`config.mk`:
```
export PLATFORM = sky130hd
export DESIGN_NAME = bsr_pad
export DESIGN_NICKNAME = d
export VERILOG_FILES = /design/src/rtl/bsr_pkg.sv /design/src/rtl/bsr_sync.sv /design/src/rtl/bsr_edge.sv /design/src/rtl/bsr_shift.sv /design/src/rtl/bsr_pad.sv
export SDC_FILE = /design/constraint.sdc
export NUM_CORES = 1
export LEC_CHECK = 0
export BUFFER_PORTS_ARGS = -buffer_cell sky130_fd_sc_hd__buf_4
export CORE_MARGIN = 2
export CORE_UTILIZATION = 44
export DETAILED_ROUTE_END_ITERATION = 8
export PLACE_DENSITY = 0.7
export SYNTH_ARGS = -nofsm -noshare
export SYNTH_HDL_FRONTEND = slang
export SYNTH_SLANG_ARGS = --single-unit
```
`constraint.sdc`:
```
create_clock -name clk -period 1.1 [get_ports clk]
set_input_delay 0.165 -clock clk [delete_from_list [all_inputs] [get_ports clk]]
set_output_delay 0.165 -clock clk [all_outputs]
set_load 0.05 [all_outputs]
```
`src/rtl/bsr_pkg.sv`:
```
package bsr_pkg;
  localparam int DEF_NUM_BTN     = 8;
  localparam int DEF_SYNC_STAGES = 2;

  // Button positions in shift order (index into btn_pressed).
  typedef enum int {
    BTN_A = 0, BTN_B = 1, BTN_SELECT = 2, BTN_START = 3,
    BTN_UP = 4, BTN_DOWN = 5, BTN_LEFT = 6, BTN_RIGHT = 7
  } btn_idx_e;

  // Value shifted in behind the last button: reads as "pressed".
  localparam logic FILL_BIT = 1'b1;
endpackage

```
`src/rtl/bsr_sync.sv`:
```
module bsr_sync #(
  parameter int WIDTH  = 1,
  parameter int STAGES = 2
) (
  input  logic             clk,
  input  logic             rst,
  input  logic [WIDTH-1:0] d,
  output logic [WIDTH-1:0] q
);
  logic [STAGES-1:0][WIDTH-1:0] stg;

  always_ff @(posedge clk) begin
    if (rst) begin
      stg <= '0;
    end else begin
      stg[0] <= d;
      for (int i = 1; i < STAGES; i++) stg[i] <= stg[i-1];
    end
  end

  assign q = stg[STAGES-1];

  initial begin
    assert (STAGES >= 1) else $error("bsr_sync needs at least one stage");
  end
endmodule

```
`src/rtl/bsr_edge.sv`:
```
module bsr_edge (
  input  logic clk,
  input  logic rst,
  input  logic lvl,
  output logic rise
);
  logic prev_q;

  always_ff @(posedge clk) begin
    if (rst) prev_q <= 1'b0;
    else     prev_q <= lvl;
  end

  assign rise = lvl & ~prev_q;

  // a single port-clock edge yields one step pulse, never two in a row
  p_single_step_r5: assert property (@(posedge clk) disable iff (rst)
    rise |=> !rise);
endmodule

```
`src/rtl/bsr_shift.sv`:
```
module bsr_shift
  import bsr_pkg::*;
#(
  parameter int NB = DEF_NUM_BTN
) (
  input  logic          clk,
  input  logic          rst,
  input  logic          load,
  input  logic          step,
  input  logic [NB-1:0] par,
  output logic          ser_n
);
  logic [NB-1:0] sr_q, sr_nxt;

  always_comb begin
    sr_nxt = sr_q;
    if (load)      sr_nxt = par;
    else if (step) sr_nxt = {FILL_BIT, sr_q[NB-1:1]};
  end

  always_ff @(posedge clk) begin
    if (rst) begin
      sr_q  <= '0;
      ser_n <= 1'b1;
    end else begin
      sr_q  <= sr_nxt;
      ser_n <= ~sr_nxt[0];
    end
  end

  // level load tracks the first button on the line
  p_level_load_r2: assert property (@(posedge clk) disable iff (rst)
    load |=> (ser_n == ~$past(par[0])));

  // shift requests during load leave the line on the first button
  p_step_ignored_r3: assert property (@(posedge clk) disable iff (rst)
    (load && step) |=> (sr_q == $past(par)));

  // no load and no step keeps contents and line
  p_hold_r4: assert property (@(posedge clk) disable iff (rst)
    (!load && !step) |=> ($stable(sr_q) && $stable(ser_n)));

  // a step moves every bit down by one place
  p_shift_one_r5: assert property (@(posedge clk) disable iff (rst)
    (!load && step) |=> (sr_q[NB-2:0] == $past(sr_q[NB-1:1])));

  // the vacated top position takes the fill value
  p_fill_r8: assert property (@(posedge clk) disable iff (rst)
    (!load && step) |=> (sr_q[NB-1] == FILL_BIT));
endmodule

```
`src/rtl/bsr_pad.sv`:
```
module bsr_pad
  import bsr_pkg::*;
#(
  parameter int NUM_BTN     = DEF_NUM_BTN,
  parameter int SYNC_STAGES = DEF_SYNC_STAGES
) (
  input  logic               clk,
  input  logic               rst,
  input  logic [NUM_BTN-1:0] btn_pressed,
  input  logic               strobe,
  input  logic               port_clk,
  output logic               data_n
);
  localparam int CTRL_W = 2;

  logic [CTRL_W-1:0] ctrl_raw, ctrl_s;
  logic              strobe_s, pclk_s, pclk_rise;

  assign ctrl_raw = {strobe, port_clk};

  bsr_sync #(.WIDTH(CTRL_W), .STAGES(SYNC_STAGES)) u_sync (
    .clk (clk),
    .rst (rst),
    .d   (ctrl_raw),
    .q   (ctrl_s)
  );

  assign strobe_s = ctrl_s[1];
  assign pclk_s   = ctrl_s[0];

  bsr_edge u_edge (
    .clk  (clk),
    .rst  (rst),
    .lvl  (pclk_s),
    .rise (pclk_rise)
  );

  bsr_shift #(.NB(NUM_BTN)) u_shift (
    .clk   (clk),
    .rst   (rst),
    .load  (strobe_s),
    .step  (pclk_rise),
    .par   (btn_pressed),
    .ser_n (data_n)
  );

  // the cycle after reset the line is idle high
  p_reset_idle_r1: assert property (@(posedge clk)
    rst |=> data_n);
endmodule

```
==> results of run 1 <==
==> worst register-to-register path: cells and delay by family (launching register included) <==
kind	cells	cell delay (ps)
DFF	1	370
and+or+nand+nor	1	190
AOI/OAI and AO/OA	1	280
buffers and inverters	1	140
==> Yosys cell counts (3+ instances only) <==
cell / count / area (µm²)
a2111oi_2: 6 / 90.1
buf_2: 3 / 15.0
dfxtp_1: 14 / 280
inv_1: 3 / 11.3
nor2_1: 3 / 11.3
nor2b_1: 10 / 62.6
nor3_1: 8 / 40.0
==> worst max-delay path by stage <==
stage                  start              end  depth (start not counted)
6_report         u_sync.q[0]  u_shift.sr_q[5]                          3
3_5_place_dp     u_sync.q[1]  u_shift.sr_q[3]                          2
2_1_floorplan  u_edge.prev_q    u_shift.ser_n                          4
5_1_grt        u_edge.prev_q  u_shift.sr_q[1]                          4
3_3_place_gp     u_sync.q[1]  u_shift.sr_q[3]                          2
4_1_cts        u_edge.prev_q  u_shift.sr_q[5]                          3
==> cells in the final DEF, fill, tap and decap left out <==
cell and count:
buf_4 19, a211oi_2 1, and3b_1 1, nor3_2 3, a221oi_1 1, a2111oi_2 5
nor2b_1 10, dfxtp_1 11, clkbuf_8 1, nand2b_4 1, inv_1 3, nor2_1 3
buf_6 3, dfxtp_4 2, a2111oi_4 1, or3_1 1, clkbuf_4 3, nor3_1 6
dfxtp_2 1, and2b_4 1
==> state kept, by name (all words and copies together) (netlist names), named ones only <==
signal         count
u_sync.stg         2
u_edge.prev_q      1
u_shift.ser_n      1
u_sync.q           2
u_shift.sr_q       7
==> logic make-up after synthesis <==
logic type             after synthesis  share of synthesized area
buffers and inverters                7                     0.0644
and+or+nand+nor                     26                      0.264
AOI/OAI and AO/OA                    8                      0.191
DFF                                 14                      0.481
==> layout make-up <==
| cell class | count | share of cell area |
|---|---|---|
| Sequential cell | 14 | 0.349 |
| Tap cell | 15 | 0.0227 |
| Inverter | 3 | 0.0136 |
| Timing Repair Buffer | 22 | 0.213 |
| Multi-Input combinational cell | 34 | 0.358 |
| Clock buffer | 4 | 0.0438 |
==> power by group <==
part / switching (mW) / internal [mW]
sequential: 0.0185 / 0.537
clock: 0.166 / 0.201
combinational: 0.0747 / 0.0949
total: 0.260 / 0.832
==> stage by stage <==
stage	instance area [µm²]	worst slack (ps)	instances
final	828	42.8	92
after global routing	828	-13.9	92
after CTS	767	10.4	89
after detailed placement	718	-193	85
after global placement	718	-118	85
after floorplan	583	50.1	55
==> routing by layer <==
layer  global-route usage  routed length [µm]  share of wire  vias up
met5                    0                   0              0        -
met4                0.100                  12          0.011        0
met3               0.0333                  42          0.038        2
met2                0.286                 564           0.51        9
met1                0.172                 480           0.44      216
li1                     -                   -              -      239
==> repair_timing <==
item,4_1_cts,5_1_grt
buffers inserted,0,3
setup endpoints to repair,8,6
pin swaps,0,3
gates resized for setup,5,10
==> run_results.csv, run 1 <==
group,metric,value,unit
critical_path,path_buf_inv,1,
clock_network,root_buffer,"clkbuf_4",
critical_path,critPathMaxStageDelay,370,ps
hold_path,hold_path_end,"u_sync.stg[0]",
clock_network,cts_tree,"done",
timing,slew_headroom,0.803,
drt,drtPass1Iterations,2,
critical_path,worst_ep_required_time,1280,ps
drt,via_per_inst,5.07,
floorplan,die_h,40.4,µm
run,cap_violations,0,
synthesis,ys_seq_elements,14,
hold_path,hold_path.class,"input pin to flip-flop",
finish,seqCellArea,289,µm²
critical_path,critPathCaptureType,"flip-flop",
critical_path,slowest_stage,"dfxtp_4",
floorplan,coreArea,0.00127,mm²
timing,hold_ws,112,ps
critical_path,timing.rr.end,"u_shift.sr_q[5]",
outcome,status,"completed",
critical_path,criticalPathCategory,"flip-flop to flip-flop",
timing,tns,0,ps
floorplan,die_area,0.00163,mm²
floorplan,core.rowCount,13,
floorplan,initial_core_util,0.460,
drt,vias,466,
synthesis,ys_types,15,
timing,skew,11.8,ps
finish,final_core_util,0.653,
synthesis,async_flop_share,0,
global_route,overflow,0,
global_route,antenna_found_initial,0,
clock_network,cts_made_buffers,3,
timing,rsz0062_at_grt,"yes",
global_route,first_global_vias,423,
finish,finalNetCount,90,
synthesis,synth-main-ff-cell,"dfxtp_1",
power_and_ir_drop,p_total,1.09,mW
place,detailed_place_hpwl,737,µm
global_route,grt_usage,0.162,
critical_path,path_cells,"and2b_4 > buf_4 > a2111oi_2",
synthesis,seq_area_frac_synth,0.481,
finish,area_growth,42.1,%
floorplan,die_w,40.4,µm
synthesis,yosysWarningCount,0,
global_route,grt_pass1_wl,1700,µm
synthesis,synthesis.nets,67,
drt,drt-wirelength-per-cell,11.9,µm
synthesis,synth_area,583,µm²
synthesis,syn_inst,55,
timing,fin_crit_sh,0.961,
timing,hold_viol,0,
drt,ant_nets,0,
place,gp_congestion,0.649,
place,port_buffers,12,
synthesis,synth_edf_count,0,
timing,slew_viol_final,0,
timing,worst_slew_pin_slew,294,ps
drt,drc,0,
finish,diodes,0,
critical_path,path_delay_family,"flip-flops",
critical_path,worst_ep_arrival_time,1240,ps
clock_network,cts.reportedPaths.clkPinSlew,90,ps
finish,multi_input_comb_area,297,µm²
timing,fmax,0.946,GHz
synthesis,avgSynthCellArea,10.6,µm²
power_and_ir_drop,ir_worst_vdd,0.000877,V
hold_path,worstHoldStart,"port_clk",
finish,nFillCells,99,
critical_path,cp-start-kind,"flip-flop",
timing,post-route-min-period,1060,ps
finish,layout-drive-gt1-share,0.532,
clock_network,clkLatencyLatePin,280,ps
clock_network,cts_buffer_depth,2,
critical_path,timing.rr.start,"u_sync.q[0]",
floorplan,io_pins,13,
clock_network,htreeDepth,1,
clock_network,cts.sinks,14,
timing,finalSetupViolCount,0,
critical_path,critPathMaxFanout,6,
power_and_ir_drop,p_leak,0.343,nW
hold_path,hold_depth,2,
critical_path,r2r_slack,40,ps
drt,drt_wl_total,1100,µm
critical_path,ff2ff_path_depth,3,
power_and_ir_drop,power_density,1320,mW/mm²
global_route,grt_max_degree,17,
drt,detailedRoute.firstIterationViolations,2,
clock_network,postCtsHoldBufs,0,
Power figures use the tool's default switching activity.
==> run 2: changes to the inputs <==
--- a/config.mk
+++ b/config.mk
@@ -10,6 +10,7 @@
 export CORE_UTILIZATION = 44
 export DETAILED_ROUTE_END_ITERATION = 8
 export PLACE_DENSITY = 0.7
+export SETUP_SLACK_MARGIN = 0.1
 export SYNTH_ARGS = -nofsm -noshare
 export SYNTH_HDL_FRONTEND = slang
 export SYNTH_SLANG_ARGS = --single-unit
==> run 2 against run 1 <==
  * Global-route usage is 3.8 points higher
  * Critical path type unchanged
  * Clock power decreased by 1%
  * Combinational power is 23% higher
  * Non-clock buffer count is 3 higher
  * Largest power group unchanged
  * Clock skew decreased by 9.4 ps
  * Core utilization increased by 8.2 points
  * Largest cell class unchanged
==> run_results.csv, run 2 (synthesis results as in run 1) <==
group,metric,value,unit
clock_network,cts_buffer_depth,2,
run,cap_violations,0,
floorplan,die_area,0.00163,mm²
clock_network,cts_made_buffers,3,
timing,worst_slew_pin_slew,286,ps
drt,ant_nets,0,
floorplan,die_h,40.4,µm
timing,fin_crit_sh,0.958,
power_and_ir_drop,p_total,1.13,mW
timing,rsz0062_at_grt,"yes",
drt,drt_wl_total,1240,µm
power_and_ir_drop,power_density,1210,mW/mm²
finish,top_register,"u_shift.sr_q",
finish,diodes,0,
floorplan,coreArea,0.00127,mm²
place,gp_congestion,0.705,
drt,via_per_inst,5.09,
finish,layout-drive-gt1-share,0.663,
critical_path,r2r_slack,50,ps
critical_path,worst_ep_arrival_time,1230,ps
finish,finalNetCount,93,
clock_network,htreeDepth,1,
place,place_ws,-78.8,ps
place,port_buffers,12,
timing,slew_headroom,0.809,
floorplan,io_pins,13,
power_and_ir_drop,ir_worst_vdd,0.000977,V
clock_network,cts_tree,"done",
timing,hold_viol,0,
drt,drc,0,
place,detailed_place_hpwl,715,µm
finish,nFillCells,93,
finish,stdcell_count,95,
global_route,grt_pass1_wl,2020,µm
timing,fmax,0.949,GHz
global_route,grt_max_degree,15,
drt,detailedRoute.firstIterationViolations,1,
finish,area_growth,59.9,%
timing,skew,2.46,ps
critical_path,critPathMaxFanout,6,
timing,slew_viol_final,0,
timing,post-route-min-period,1050,ps
clock_network,cts.sinks,14,
drt,drtPass1Iterations,2,
floorplan,initial_core_util,0.460,
clock_network,cts.reportedPaths.clkPinSlew,80,ps
critical_path,cp-startpoint,"u_edge.prev_q",
hold_path,worstHoldStart,"strobe",
power_and_ir_drop,p_leak,0.378,nW
outcome,status,"completed",
timing,finalSetupViolCount,0,
critical_path,worst_ep_required_time,1270,ps
critical_path,critPathCaptureType,"flip-flop",
critical_path,timing.rr.start,"u_edge.prev_q",
clock_network,postCtsHoldBufs,0,
global_route,overflow,0,
floorplan,die_w,40.4,µm
global_route,first_global_vias,468,
critical_path,criticalPathCategory,"flip-flop to flip-flop",
global_route,antenna_found_initial,0,
hold_path,hold_path.class,"input pin to flip-flop",
global_route,grt_usage,0.200,
clock_network,root_buffer,"clkbuf_4",
finish,final_common_cell,"buf_4",
drt,vias,484,
finish,largest_reg_flops,7,
drt,drt-wirelength-per-cell,13.1,µm
place,dp.cells,82,
floorplan,core.rowCount,13,
timing,setup_ws,46.5,ps
critical_path,cp-start-kind,"flip-flop",
finish,layout_common_cells,"21 x buf_4, 11 x dfxtp_1, 7 x nor2b_1, 5 x nor3_2, 4 x buf_6",
clock_network,clkLatencyLatePin,280,ps
[run 2: through the flow]
stage / cell area, µm² / hold WS (ps) / TNS [ps] / utilization
after floorplan: 593 / 234 / 0 / -
after global placement: 706 / 379 / -177 / 0.556
after detailed placement: 706 / 382 / -349 / 0.556
after CTS: 907 / 86.7 / 0 / 0.715
after global routing: 932 / 83.9 / -120 / 0.735
final: 932 / 99.1 / 0 / 0.735
[run 2: path summary, 6_finish.rpt]
| path | to | depth (start not counted) |
|---|---|---|
| max | u_shift.sr_q[1] | 3 |
| min | u_sync.stg[1] | 2 |
| max reg2reg | u_shift.sr_q[1] | 3 |
| min reg2reg | u_sync.q[1] | 1 |
[run 2: power by group]
group          total (mW)  internal [mW]  leakage, nW  switching [mW]
sequential          0.561          0.538        0.117          0.0228
clock               0.362          0.201       0.0210           0.161
combinational       0.209          0.116        0.241          0.0923
total                1.13          0.856        0.378           0.276
[run 2: area by class of cell]
type,count,area (µm²),area share
tap,15,18.8,0.0201
inverter,3,11.3,0.0121
sequential,14,287,0.307
multi-input combinational,34,377,0.404
clock buffer,4,36.3,0.0389
timing repair buffer,25,203,0.217
[run 2: what timing repair did]
action | 4_1_cts | 5_1_grt
endpoints found under the setup margin | 9 | 8
setup buffers | 9 | 0
resized for setup | 21 | 4
pin swaps | 7 | 3
[run 2: layer usage]
layer | up-vias | part of all wire | GRT usage
li1 | 246 | - | -
met1 | 223 | 0.38 | 0.194
met5 | - | 0 | 0
met3 | 2 | 0.064 | 0.0889
met4 | 0 | 0.0064 | 0.0917
met2 | 13 | 0.55 | 0.357
[run 2: critical path: stages (launching register included)]
cell	delay [ps]
dfxtp_2	330
and2b_4	330
nor3_1	70
a2111oi_2	220
==> run 3: changes to the inputs <==
==> constraint.sdc (replaced) <==
create_clock -name clk -period 1.1 [get_ports clk]
set_input_delay 0.165 -clock clk [delete_from_list [all_inputs] [get_ports clk]]
set_output_delay 0.165 -clock clk [all_outputs]
set_load 0.1 [all_outputs]
==> run 3 against run 2 <==
  * Register-to-register slack hardly changed
  * Power up 2.4%
  * Hold slack better by 4.1 ps
  * Critical path type unchanged
==> run_results.csv, run 3 (synthesis results as in run 1) <==
group,metric,value,unit
outcome,status,"completed",
clock_network,root_buffer,"clkbuf_4",
clock_network,postCtsHoldBufs,0,
global_route,overflow,0,
critical_path,cp-start-kind,"flip-flop",
clock_network,cts.reportedPaths.clkPinSlew,80,ps
timing,worst_slew_pin_slew,355,ps
place,detailed_place_hpwl,700,µm
global_route,grt_max_degree,15,
power_and_ir_drop,power_density,1240,mW/mm²
drt,drt-wirelength-per-cell,14.2,µm
finish,area_growth,60.3,%
global_route,grtUsageMet3,0.0667,
drt,ant_nets,0,
timing,post-route-min-period,1050,ps
place,place_ws,-89.3,ps
clock_network,htreeDepth,1,
clock_network,cts_tree,"done",
finish,nFillCells,95,
drt,detailedRoute.firstIterationViolations,5,
timing,fin_crit_sh,0.959,
clock_network,cts_made_buffers,3,
timing,fmax,0.948,GHz
floorplan,coreArea,0.00127,mm²
finish,final_common_cell,"buf_4",
finish,layout-drive-gt1-share,0.623,
floorplan,io_pins,13,
critical_path,worst_ep_required_time,1260,ps
drt,via_per_inst,5.09,
global_route,antenna_found_initial,0,
global_route,first_global_vias,469,
timing,slew_viol_final,0,
timing,tns,0,ps
finish,largest_reg_flops,7,
timing,setup_ws,45.4,ps
global_route,met1_usage,0.222,
floorplan,die_w,40.4,µm
global_route,grt_usage,0.199,
timing,skew,6.72,ps
critical_path,critPathMaxFanout,7,
drt,drtPass1Iterations,4,
drt,vias,468,
finish,diodes,0,
finish,layout_common_cells,"13 x buf_4, 10 x dfxtp_1, 8 x nor2b_1, 8 x buf_6, 5 x nor3_2",
floorplan,core.rowCount,13,
global_route,use_met2,0.321,
run,cap_violations,0,
finish,finalNetCount,90,
floorplan,initial_core_util,0.460,
critical_path,critPathCaptureType,"flip-flop",
timing,rsz0062_at_grt,"yes",
clock_network,cts.sinks,14,
hold_path,hold_path.class,"input pin to flip-flop",
floorplan,die_area,0.00163,mm²
drt,drt_wl_total,1310,µm
place,port_buffers,12,
clock_network,clkLatencyLatePin,280,ps
finish,top_register,"u_shift.sr_q",
power_and_ir_drop,ir_worst_vdd,0.000853,V
timing,hold_viol,0,
place,gp_congestion,0.710,
clock_network,cts_buffer_depth,2,
floorplan,die_h,40.4,µm
timing,finalSetupViolCount,0,
critical_path,criticalPathCategory,"flip-flop to flip-flop",
global_route,grt_pass1_wl,2030,µm
drt,drc,0,
critical_path,worst_ep_arrival_time,1220,ps
timing,slew_headroom,0.762,
global_route,top_usage_layer,"met2",
power_and_ir_drop,p_leak,0.367,nW
## run 3: cell count changes in the layout (fill, tap and decap cells not counted)
cell / previous run / this run
dfxtp_2: 2 / 3
buf_4: 21 / 13
nor2_2: 2 / 1
a221oi_2: 1 / 0
buf_12: 0 / 1
buf_6: 4 / 8
a2111oi_4: 3 / 4
nor2b_4: 3 / 2
a221oi_1: 0 / 1
a2111oi_2: 3 / 2
dfxtp_1: 11 / 10
nor2b_1: 7 / 8
nor2_1: 1 / 2
## run 3: metal layers
layer	wire [µm]	vias to the layer above
met2	682	11
met3	77	2
met5	0	-
met4	11	0
li1	-	241
met1	538	214
## run 3: through the flow
stage	std cells	cell area [µm²]	power [mW]	util	hold WS, ps
3_5_place_dp	83	714	0.723	0.563	384
2_1_floorplan	55	594	0.670	-	234
4_1_cts	92	852	1.13	0.672	87.1
5_1_grt	92	935	1.22	0.737	78.3
3_3_place_gp	83	714	0.722	0.563	380
6_report	92	935	1.16	0.737	103
## run 3: timing repair
action	CTS	global route
endpoints found under the hold margin	0	0
setup endpoints to repair	10	9
resized for setup	15	14
buffers inserted	5	0
pin swaps	5	3
## run 3: area by class of cell
type                            count  area, µm²  area share
Tap cell                           15       18.8      0.0201
Clock buffer                        4       36.3      0.0388
Inverter                            3       11.3      0.0120
Sequential cell                    14        288       0.308
Multi-Input combinational cell     34        373       0.399
Timing Repair Buffer               22        208       0.222
## run 3: worst paths after layout
kind / start / endpoint / slack (ps) / depth (start not counted)
setup reg to reg: u_edge.prev_q / u_shift.ser_n / 50 / 3
hold / removal: port_clk / u_sync.stg[0] / 100 / 2
setup / recovery: u_edge.prev_q / u_shift.ser_n / 50 / 3
hold reg to reg: u_sync.stg[0] / u_sync.q[0] / 440 / 1
## run 3: where the power goes
group | leakage (nW) | total [mW] | switching [mW] | internal [mW]
combinational | 0.229 | 0.222 | 0.101 | 0.121
clock | 0.0210 | 0.373 | 0.171 | 0.201
sequential | 0.117 | 0.565 | 0.0259 | 0.539
## run 3: critical path, stage by stage, from the launching register on
cell	delay (ps)
dfxtp_2	340
nand2b_4	180
a211oi_2	90
or3_1	340
